==> config.mk <==
export PLATFORM = sky130hd
export DESIGN_NAME = tick_timer_bank
export DESIGN_NICKNAME = d
export VERILOG_FILES = /design/src/rtl/tt_pkg.sv /design/src/rtl/tt_cmd_decode.sv /design/src/rtl/tt_scan_seq.sv /design/src/rtl/tt_timer_table.sv /design/src/rtl/tick_timer_bank.sv
export SDC_FILE = /design/constraint.sdc
export NUM_CORES = 2
export LEC_CHECK = 0
export ABC_AREA = 1
export ABC_CLOCK_PERIOD_IN_PS = 6700
export BUFFER_PORTS_ARGS = -buffer_cell sky130_fd_sc_hd__buf_2
export CORE_UTILIZATION = 45
export DETAILED_ROUTE_END_ITERATION = 16
export SYNTH_ARGS = -nofsm -noshare
export SYNTH_HDL_FRONTEND = slang
export SYNTH_SLANG_ARGS = --single-unit
export TNS_END_PERCENT = 30
==> constraint.sdc <==
create_clock -name clk -period 6.7 [get_ports clk]
set_clock_uncertainty 0.15 [all_clocks]
set_input_delay 0.67 -clock clk [delete_from_list [all_inputs] [get_ports clk]]
set_output_delay 0.67 -clock clk [all_outputs]
set_load 0.03 [all_outputs]
==> src/rtl/tt_pkg.sv <==
package tt_pkg;
  // Field positions in the set-timer command word (LSB-0 numbering).
  localparam int CMD_EN_BIT  = 31;
  localparam int CMD_RS_BIT  = 30;
  localparam int CMD_IDX_LSB = 16;
  localparam int CMD_PER_LSB = 0;
endpackage

==> src/rtl/tt_cmd_decode.sv <==
module tt_cmd_decode #(
  parameter int NUM_TIMERS = 16,
  parameter int CNT_W      = 16,
  localparam int IDX_W     = $clog2(NUM_TIMERS)
) (
  input  logic [31:0]      cmd_word,
  output logic             cmd_en,
  output logic             cmd_restart,
  output logic [IDX_W-1:0] cmd_idx,
  output logic [CNT_W-1:0] cmd_period
);
  import tt_pkg::*;

  logic unused_cmd;

  always_comb begin
    cmd_en      = cmd_word[CMD_EN_BIT];
    cmd_restart = cmd_word[CMD_RS_BIT];
    cmd_idx     = cmd_word[CMD_IDX_LSB +: IDX_W];
    cmd_period  = cmd_word[CMD_PER_LSB +: CNT_W];
  end

  assign unused_cmd = ^cmd_word;
endmodule

==> src/rtl/tt_scan_seq.sv <==
module tt_scan_seq #(
  parameter int NUM_TIMERS = 16,
  localparam int IDX_W     = $clog2(NUM_TIMERS)
) (
  input  logic             clk,
  input  logic             rst_n,
  input  logic             tick,
  output logic             scan_act,
  output logic [IDX_W-1:0] scan_ptr,
  output logic             tick_accept
);
  localparam logic [IDX_W-1:0] LAST = IDX_W'(NUM_TIMERS - 1);

  logic             act_q, act_n;
  logic             pend_q, pend_n;
  logic [IDX_W-1:0] ptr_q, ptr_n;
  logic             at_last;

  always_comb begin
    at_last     = act_q && (ptr_q == LAST);
    tick_accept = (!act_q && tick) || (at_last && (pend_q || tick));
    pend_n      = (act_q && !at_last) ? (pend_q || tick) : 1'b0;
    act_n       = act_q;
    ptr_n       = ptr_q;
    if (tick_accept) begin
      act_n = 1'b1;
      ptr_n = '0;
    end else if (at_last) begin
      act_n = 1'b0;
    end else if (act_q) begin
      ptr_n = ptr_q + 1'b1;
    end
  end

  always_ff @(posedge clk or negedge rst_n) begin
    if (!rst_n) begin
      act_q  <= 1'b0;
      pend_q <= 1'b0;
      ptr_q  <= '0;
    end else begin
      act_q  <= act_n;
      pend_q <= pend_n;
      if (act_q || tick_accept) ptr_q <= ptr_n;
    end
  end

  assign scan_act = act_q;
  assign scan_ptr = ptr_q;

  // the scan walks the entries upward, one entry per cycle.
  p_ptr_step_r3: assert property (@(posedge clk) disable iff (!rst_n)
    (act_q && ptr_q != LAST) |=> (act_q && ptr_q == $past(ptr_q) + 1'b1));

  // a pending tick always restarts the scan at entry 0.
  p_pend_restart_r7: assert property (@(posedge clk) disable iff (!rst_n)
    (at_last && pend_q) |=> (act_q && ptr_q == '0));
endmodule

==> src/rtl/tt_timer_table.sv <==
module tt_timer_table #(
  parameter int NUM_TIMERS = 16,
  parameter int CNT_W      = 16,
  localparam int IDX_W     = $clog2(NUM_TIMERS)
) (
  input  logic                  clk,
  input  logic                  rst_n,
  input  logic                  scan_act,
  input  logic [IDX_W-1:0]      scan_ptr,
  input  logic                  set_stb,
  input  logic                  cmd_en,
  input  logic                  cmd_restart,
  input  logic [IDX_W-1:0]      cmd_idx,
  input  logic [CNT_W-1:0]      cmd_period,
  output logic [NUM_TIMERS-1:0] valid_map,
  output logic [NUM_TIMERS-1:0] mode_map,
  output logic [NUM_TIMERS-1:0] expire
);
  logic [CNT_W-1:0]      cnt_q [NUM_TIMERS];
  logic [CNT_W-1:0]      cnt_n [NUM_TIMERS];
  logic [CNT_W-1:0]      per_q [NUM_TIMERS];
  logic [CNT_W-1:0]      per_n [NUM_TIMERS];
  logic [NUM_TIMERS-1:0] val_q, val_n, mod_q, mod_n, exp_q, exp_n;
  logic                  scan_hit, upd_en;

  always_comb begin
    cnt_n    = cnt_q;
    per_n    = per_q;
    val_n    = val_q;
    mod_n    = mod_q;
    exp_n    = '0;
    scan_hit = scan_act && val_q[scan_ptr] && !(set_stb && cmd_idx == scan_ptr);
    if (scan_hit) begin
      if (cnt_q[scan_ptr] == CNT_W'(1)) begin
        exp_n[scan_ptr] = 1'b1;
        if (mod_q[scan_ptr]) begin
          cnt_n[scan_ptr] = per_q[scan_ptr];
        end else begin
          cnt_n[scan_ptr] = '0;
          val_n[scan_ptr] = 1'b0;
        end
      end else begin
        cnt_n[scan_ptr] = cnt_q[scan_ptr] - 1'b1;
      end
    end
    if (set_stb) begin
      cnt_n[cmd_idx] = cmd_period;
      per_n[cmd_idx] = cmd_period;
      val_n[cmd_idx] = cmd_en;
      mod_n[cmd_idx] = cmd_restart;
    end
    upd_en = scan_act || set_stb;
  end

  always_ff @(posedge clk or negedge rst_n) begin
    if (!rst_n) begin
      for (int i = 0; i < NUM_TIMERS; i++) begin
        cnt_q[i] <= '0;
        per_q[i] <= '0;
      end
      val_q <= '0;
      mod_q <= '0;
      exp_q <= '0;
    end else begin
      exp_q <= exp_n;
      if (upd_en) begin
        cnt_q <= cnt_n;
        per_q <= per_n;
        val_q <= val_n;
        mod_q <= mod_n;
      end
    end
  end

  assign valid_map = val_q;
  assign mode_map  = mod_q;
  assign expire    = exp_q;

  // at most one expiry bit is raised in any cycle.
  p_expire_onehot_r4: assert property (@(posedge clk) disable iff (!rst_n)
    $onehot0(expire));

  // without a command, no enable bit can rise.
  p_no_silent_enable_r5: assert property (@(posedge clk) disable iff (!rst_n)
    !set_stb |=> ((val_q & ~$past(val_q)) == '0));

  // without a command, the mode bitmap holds its value.
  p_mode_stable_r5: assert property (@(posedge clk) disable iff (!rst_n)
    !set_stb |=> $stable(mod_q));

  // after a strobe, the addressed entry's enable bit matches the command.
  p_cmd_enable_r2: assert property (@(posedge clk) disable iff (!rst_n)
    set_stb |=> (val_q[$past(cmd_idx)] == $past(cmd_en)));
endmodule

==> src/rtl/tick_timer_bank.sv <==
module tick_timer_bank #(
  parameter int NUM_TIMERS = 16,
  parameter int CNT_W      = 16,
  parameter int TICK_W     = 32
) (
  input  logic                  clk,
  input  logic                  rst_n,
  input  logic [31:0]           cmd_word,
  input  logic                  set_stb,
  input  logic                  tick,
  output logic [NUM_TIMERS-1:0] valid_map,
  output logic [NUM_TIMERS-1:0] mode_map,
  output logic [NUM_TIMERS-1:0] expire,
  output logic [TICK_W-1:0]     tick_count
);
  localparam int IDX_W = $clog2(NUM_TIMERS);

  logic             cmd_en, cmd_restart;
  logic [IDX_W-1:0] cmd_idx, scan_ptr;
  logic [CNT_W-1:0] cmd_period;
  logic             scan_act, tick_accept;
  logic [TICK_W-1:0] tcnt_q, tcnt_n;

  tt_cmd_decode #(.NUM_TIMERS(NUM_TIMERS), .CNT_W(CNT_W)) u_dec (
    .cmd_word   (cmd_word),
    .cmd_en     (cmd_en),
    .cmd_restart(cmd_restart),
    .cmd_idx    (cmd_idx),
    .cmd_period (cmd_period)
  );

  tt_scan_seq #(.NUM_TIMERS(NUM_TIMERS)) u_seq (
    .clk        (clk),
    .rst_n      (rst_n),
    .tick       (tick),
    .scan_act   (scan_act),
    .scan_ptr   (scan_ptr),
    .tick_accept(tick_accept)
  );

  tt_timer_table #(.NUM_TIMERS(NUM_TIMERS), .CNT_W(CNT_W)) u_tbl (
    .clk        (clk),
    .rst_n      (rst_n),
    .scan_act   (scan_act),
    .scan_ptr   (scan_ptr),
    .set_stb    (set_stb),
    .cmd_en     (cmd_en),
    .cmd_restart(cmd_restart),
    .cmd_idx    (cmd_idx),
    .cmd_period (cmd_period),
    .valid_map  (valid_map),
    .mode_map   (mode_map),
    .expire     (expire)
  );

  always_comb tcnt_n = tcnt_q + 1'b1;

  always_ff @(posedge clk or negedge rst_n) begin
    if (!rst_n)           tcnt_q <= '0;
    else if (tick_accept) tcnt_q <= tcnt_n;
  end

  assign tick_count = tcnt_q;

  // the tick counter never moves by more than one per cycle.
  p_tick_step_r6: assert property (@(posedge clk) disable iff (!rst_n)
    1'b1 |=> (tcnt_q == $past(tcnt_q) || tcnt_q == $past(tcnt_q) + 1'b1));
endmodule

Word level (Yosys, flattened, before mapping):

Cells that the tools add are included.

* bits in registers: 598
* output and inout port bits: 80
* logic and storage cells: 122

* add/sub/neg operators: 3
* magnitude comparators: 8
* eq/ne operators: 4
* muxes and demuxes: 40
* bitwise logic cells: 6
* reduce and logical (&&, ||, !) cells: 22

Operator list (number)
* $bwmux 256: 4
* $mux 256: 4
* $and 256x256->256: 1
* $not 256->256: 1
* $mux 16: 12
* $bmux 16 s4: 2
* $demux 16 s4: 2
* $add 32x1->32 const B: 1
* $bwmux 16: 2
* $and 16x16->16: 1
* $eq 16x1->1 const B: 1
* $not 16->16: 1
* $sub 16x1->16 const B: 1
* $mux 4: 3
* $logic_and 1x1->1: 11
* $ge 5x5->1 const B: 2
* $lt 4x5->1 const B: 2
* $lt 5x1->1 const B: 2
* $not 4->5: 2
* $bmux 1 s4: 2
* $demux 1 s4: 2
* $ge 4x1->1 const B: 2
* $mux 1: 7
* $add 4x1->4 const B: 1
* 8 further kinds: 14

Longest topological paths before layout:

* depth after elaboration: 12
* gate-level depth with buffers: 28
* mapped depth without buffers: 22

Cells and area by module:

A second synthesis with hierarchy kept.

* cells, all modules: 6137
* area total of the unflattened synthesis: 39297.7 µm²

Modules (own cells, without submodules)
* tt_timer_table: times used 1, cells each 5852, area each 37040.5 µm², sequential area each 14013.4 µm²
* tick_timer_bank: times used 1, cells each 229, area each 1761.7 µm², sequential area each 800.8 µm²
* tt_scan_seq: times used 1, cells each 34, area each 330.3 µm², sequential area each 150.1 µm²
* tt_cmd_decode: times used 1, cells each 22, area each 165.2 µm², sequential area each 0.0 µm²

Worst setup path after synthesis:

OpenSTA, ideal clock, no wires.

* kind: flip-flop to flip-flop
* start point: register u_seq.ptr_q[0] (netlist: u_seq.scan_ptr[0])
* end point: register u_tbl.cnt_q[12] in the netlist's numbering
* setup time: 0.118 ns
* arrival: 3.047 ns
* data required time: 6.432 ns
* slack: 3.385 ns
* stages on the path, launching flop included: 27
* path buffers: 8
* path through: dfrtp_1 > buf_6 > buf_6 > buf_6 > buf_6 > buf_8 > nor2_1 > nor2_1 > nand2_1 > o21ai_1 > nand2_1 > nand2_1 > inv_2 > nand2_4 > clkbuf_1 > ha_1 > inv_1 > nor2_1 > nand3_1 > nor2_4 > buf_4 > nor2_1 > clkbuf_1 > nand2_1 > nand3_1 > a21oi_1 > nor2_1

* longest elaborated chain between the ends: 12
* elaborated cells between the ends (all ways): 32
* those cells by class: add/sub: 1; order compare: 2; eq/ne: 2; mux: 19; bitwise: 3; reduce/logical: 5

Ends and longest elaborated chain
* from (decl): RTL line tt_scan_seq.sv:16 `logic [IDX_W-1:0] ptr_q, ptr_n;`
* from (signal assigned): RTL line tt_scan_seq.sv:43 `if (act_q || tick_accept) ptr_q <= ptr_n;`
* branches (longest 9 deep; another with $sub 16x1->16)
* $mux 256 *: RTL line tt_timer_table.sv:33 `if (scan_hit) begin`
* $bwmux 256: RTL line tt_timer_table.sv:47 `cnt_n[cmd_idx] = cmd_period;`
* $mux 256 *: RTL line tt_timer_table.sv:46 `if (set_stb) begin`
* to (signal assigned): RTL line tt_timer_table.sv:67 `cnt_q <= cnt_n;`
* to (decl): RTL line tt_timer_table.sv:19 `logic [CNT_W-1:0] cnt_q [NUM_TIMERS];`

Mark *: on every way between the ends. The select of a mux whose other input is x is not followed.
A chain may end at the register's enable or synchronous reset.

Worst setup path after layout:

* start point: register u_seq.ptr_q[1] (netlist: u_seq.scan_ptr[1])
* end point: register u_tbl.cnt_q[212] in the netlist's numbering

Same word-level chain as after synthesis.

==> impl_metrics.json <==
{
  "ir_worst_vdd_uv": 397.9,
  "ioPinCount": 116,
  "routed_wl_um": 157300,
  "r2r_cells": 19,
  "route.detailed.drc": 0,
  "viasPerCell": 5.695,
  "clkTransAtPathRegs_ps": 60,
  "fin_crit_sh": 0.7583,
  "first_iter_violations": 4969,
  "grt_max_degree": 172,
  "cp.required_ps": 7110,
  "crit_slowest_cell": "dfrtp_4",
  "cts-root-buf": "clkbuf_16",
  "clkLatencyLatePin_ps": 650,
  "slew_viol_final": 0,
  "dr.max_layer_used": "met5",
  "synth-seq-cells": 598,
  "synthCells": 6171,
  "rsz0062_at_grt": "false",
  "ctsResizeCount": 0,
  "tightest_slew_ps": 1309,
  "finalCriticalPeriod_ps": 5081,
  "dpl.hpwl_um": 97710,
  "hold_start": "tick",
  "timing.rr.end": "u_tbl.cnt_q[212]",
  "endpoint_kind": "flip-flop",
  "fmax_mhz": 196.8,
  "final_layout_size_suffix_gt1_frac": 0.06963,
  "powerDensity_nw_per_um2": 573.8,
  "die_h_um": 298.0,
  "hold_path.class": "primary input to flip-flop",
  "placed_cell_area_um2": 40230,
  "wl_per_cell_um": 21.84,
  "cp_top_family": "simple AND/OR/NAND/NOR gates",
  "place_congestion": 0.9873,
  "cts_tree": "done",
  "grt_usage": 0.3479,
  "ys_types": 43,
  "crit_buf_inv": 4,
  "worstPathCellList": "inv_6 > buf_4 > nor2_1 > nand2_1 > nand2_1 > nand2_1 > nand2_1 > nor2_1 > nand2_1 > nor2_1 > nand2_1 > nor2_4 > nand2_4 > buf_12 > o21ai_0 > inv_1 > nand2_1 > nand2_1 > a21oi_1",
  "area.growth.synth_to_final_pct": 8.739,
  "synth.avg_cell_area_um2": 6.387,
  "core_um2": 86750,
  "initial_core_util": 0.4544,
  "via_count": 41040,
  "die_area_um2": 88780,
  "cp_common_cell": "nand2_1",
  "max_stage_delay_ps": 640,
  "antenna_found_initial": 13,
  "layout_commonest_cell": "nand2_1",
  "hold_depth": 3,
  "drt_pre_antenna_iters": 7,
  "setup_viol": 0,
  "relSlewSlack": 0.1244,
  "final_nets": 6033,
  "numPortBuffers": 105,
  "grt-ovfl-total": 0,
  "ff2ff_setup_slack_ps": 1620,
  "fin_setup_tns_ps": 0,
  "final_area_um2": 42860,
  "cts_sinks": 598,
  "wl_met1_um": 66690,
  "layout_common_cells": "1988 x nand2_1, 703 x o21ai_0, 660 x nor2_1, 596 x dfrtp_1, 519 x inv_1",
  "p_leak_nw": 21.26,
  "grt_first_pass_wirelength_um": 238400,
  "cp.arrival_ps": 5490,
  "max-cap-violations": 0,
  "worstPathMaxFanout": 108,
  "syn_area_um2": 39420,
  "fp.dieW_um": 298.0,
  "status": "complete, no violations",
  "cts_max_path_buffers": 3,
  "hold_viol_final": 0,
  "crit-reg2reg-launch": "u_seq.scan_ptr[1]",
  "cts_buffers": 75,
  "ys_seq_area_frac": 0.3796,
  "htree_levels": 3,
  "rows": 108,
  "met3RoutedLength_um": 16600,
  "ant_nets": 0,
  "worst-setup-path-type": "flip-flop to flip-flop",
  "min_to": "u_seq.pend_q",
  "start_kind": "flip-flop",
  "dr_wl_met2_um": 68640,
  "finalPower_w": 0.02459,
  "synth_warnings": 0,
  "grt_pass1_vias": 37430,
  "syn_nets": 6214
}
worst max path at each step:
stage                 startpoint          endpoint  slack (ps)  cells past startpoint
6_report       u_seq.scan_ptr[1]  u_tbl.cnt_q[212]        1620                     19
5_1_grt        u_seq.scan_ptr[1]  u_tbl.cnt_q[212]        1420                     19
3_5_place_dp   u_seq.scan_ptr[1]  u_tbl.cnt_q[212]        1870                     19
3_3_place_gp   u_seq.scan_ptr[1]  u_tbl.cnt_q[195]        1880                     19
4_1_cts        u_seq.scan_ptr[1]  u_tbl.cnt_q[212]        1830                     19
2_1_floorplan  u_seq.scan_ptr[0]   u_tbl.cnt_q[12]        3390                     26
logic make-up (layout without fill, tap and decap cells):
| family | count (synthesis) | count (layout) | synth area share |
|---|---|---|---|
| adders and majority gates | 7 | 7 | 0.002222 |
| other | 0 | 5 | 0 |
| buffers and inverters | 1016 | 891 | 0.1092 |
| xor gates and xnor gates | 35 | 35 | 0.008158 |
| and+or+nand+nor | 3093 | 3093 | 0.3153 |
| DFF | 598 | 598 | 0.3796 |
| AOI/OAI and AO/OA | 1422 | 1422 | 0.1855 |
tightest hold or removal path, cell delays in order:
cell	delay, ps
buf_2	90
inv_1	100
a21oi_1	90
repair_timing:
| item | 4_1_cts | 5_1_grt |
|---|---|---|
| buffers inserted | 0 | 0 |
| endpoints found under the setup margin | 0 | 0 |
| hold buffers | 1 | 0 |
| hold endpoints to repair | 29 | 0 |
sequential cells by signal, indices dropped and copies added (netlist names), 4 cells and up:
register	cells
tick_count	32
u_seq.scan_ptr	4
u_tbl.cnt_q	256
u_tbl.expire	16
u_tbl.mode_map	16
u_tbl.per_q	256
u_tbl.valid_map	16
cell usage after synthesis, drive strengths merged:
cell type	n	area (um2)
clkbuf	289	1086
a22oi	7	52.55
nor4	7	50.05
xor2	23	216.5
nand3	259	1306
a31oi	38	237.7
xnor2	12	105.1
nor2	686	2688
a21oi	505	2527
clkinv	8	30.03
buf	188	1189
nor3	15	80.08
nand2	2014	7597
dfrtp	598	14960
o21ai	800	4008
o211ai	17	127.6
o22ai	53	331.6
or2	1	6.260
ha	7	87.58
o21bai	1	18.77
and3	1	6.260
o21a	1	7.510
nand4	109	688.2
inv	531	1998
nor3b	1	7.510
per-layer routing:
layer	up-vias	GRT usage
li1	19360	-
met5	-	0
met1	19220	0.4855
met4	8	0.1256
met3	327	0.07723
met2	2126	0.5271
area by class of cell:
| type | instances | area, um2 |
|---|---|---|
| fill | 8995 | 43890 |
| multi-input combinational | 4557 | 20250 |
| timing repair buffer | 219 | 1519 |
| inverter | 539 | 2051 |
| clock inverter | 32 | 462.9 |
| clock buffer | 101 | 2146 |
| sequential | 598 | 14970 |
| tap | 1155 | 1445 |
| antenna | 5 | 12.51 |
where the power goes:
part	switching (W)	internal (W)
Combinational	0.0106	0.00393
Sequential	0.000946	0.00479
Clock	0.00178	0.00257
Total	0.0133	0.0113
metrics by stage:
stage,util,setup WS (ps),hold slack (ps),cells
floorplan,-,3385,224.4,6171
detailed placement,0.4637,1865,310.9,7067
CTS,0.4939,1831,203.1,7201
global route,0.4940,1423,237.3,7205
global placement,0.4637,1884,304.6,7067
finish,0.4941,1619,219.4,7206
No activity file was read; power rests on OpenSTA's default activity.
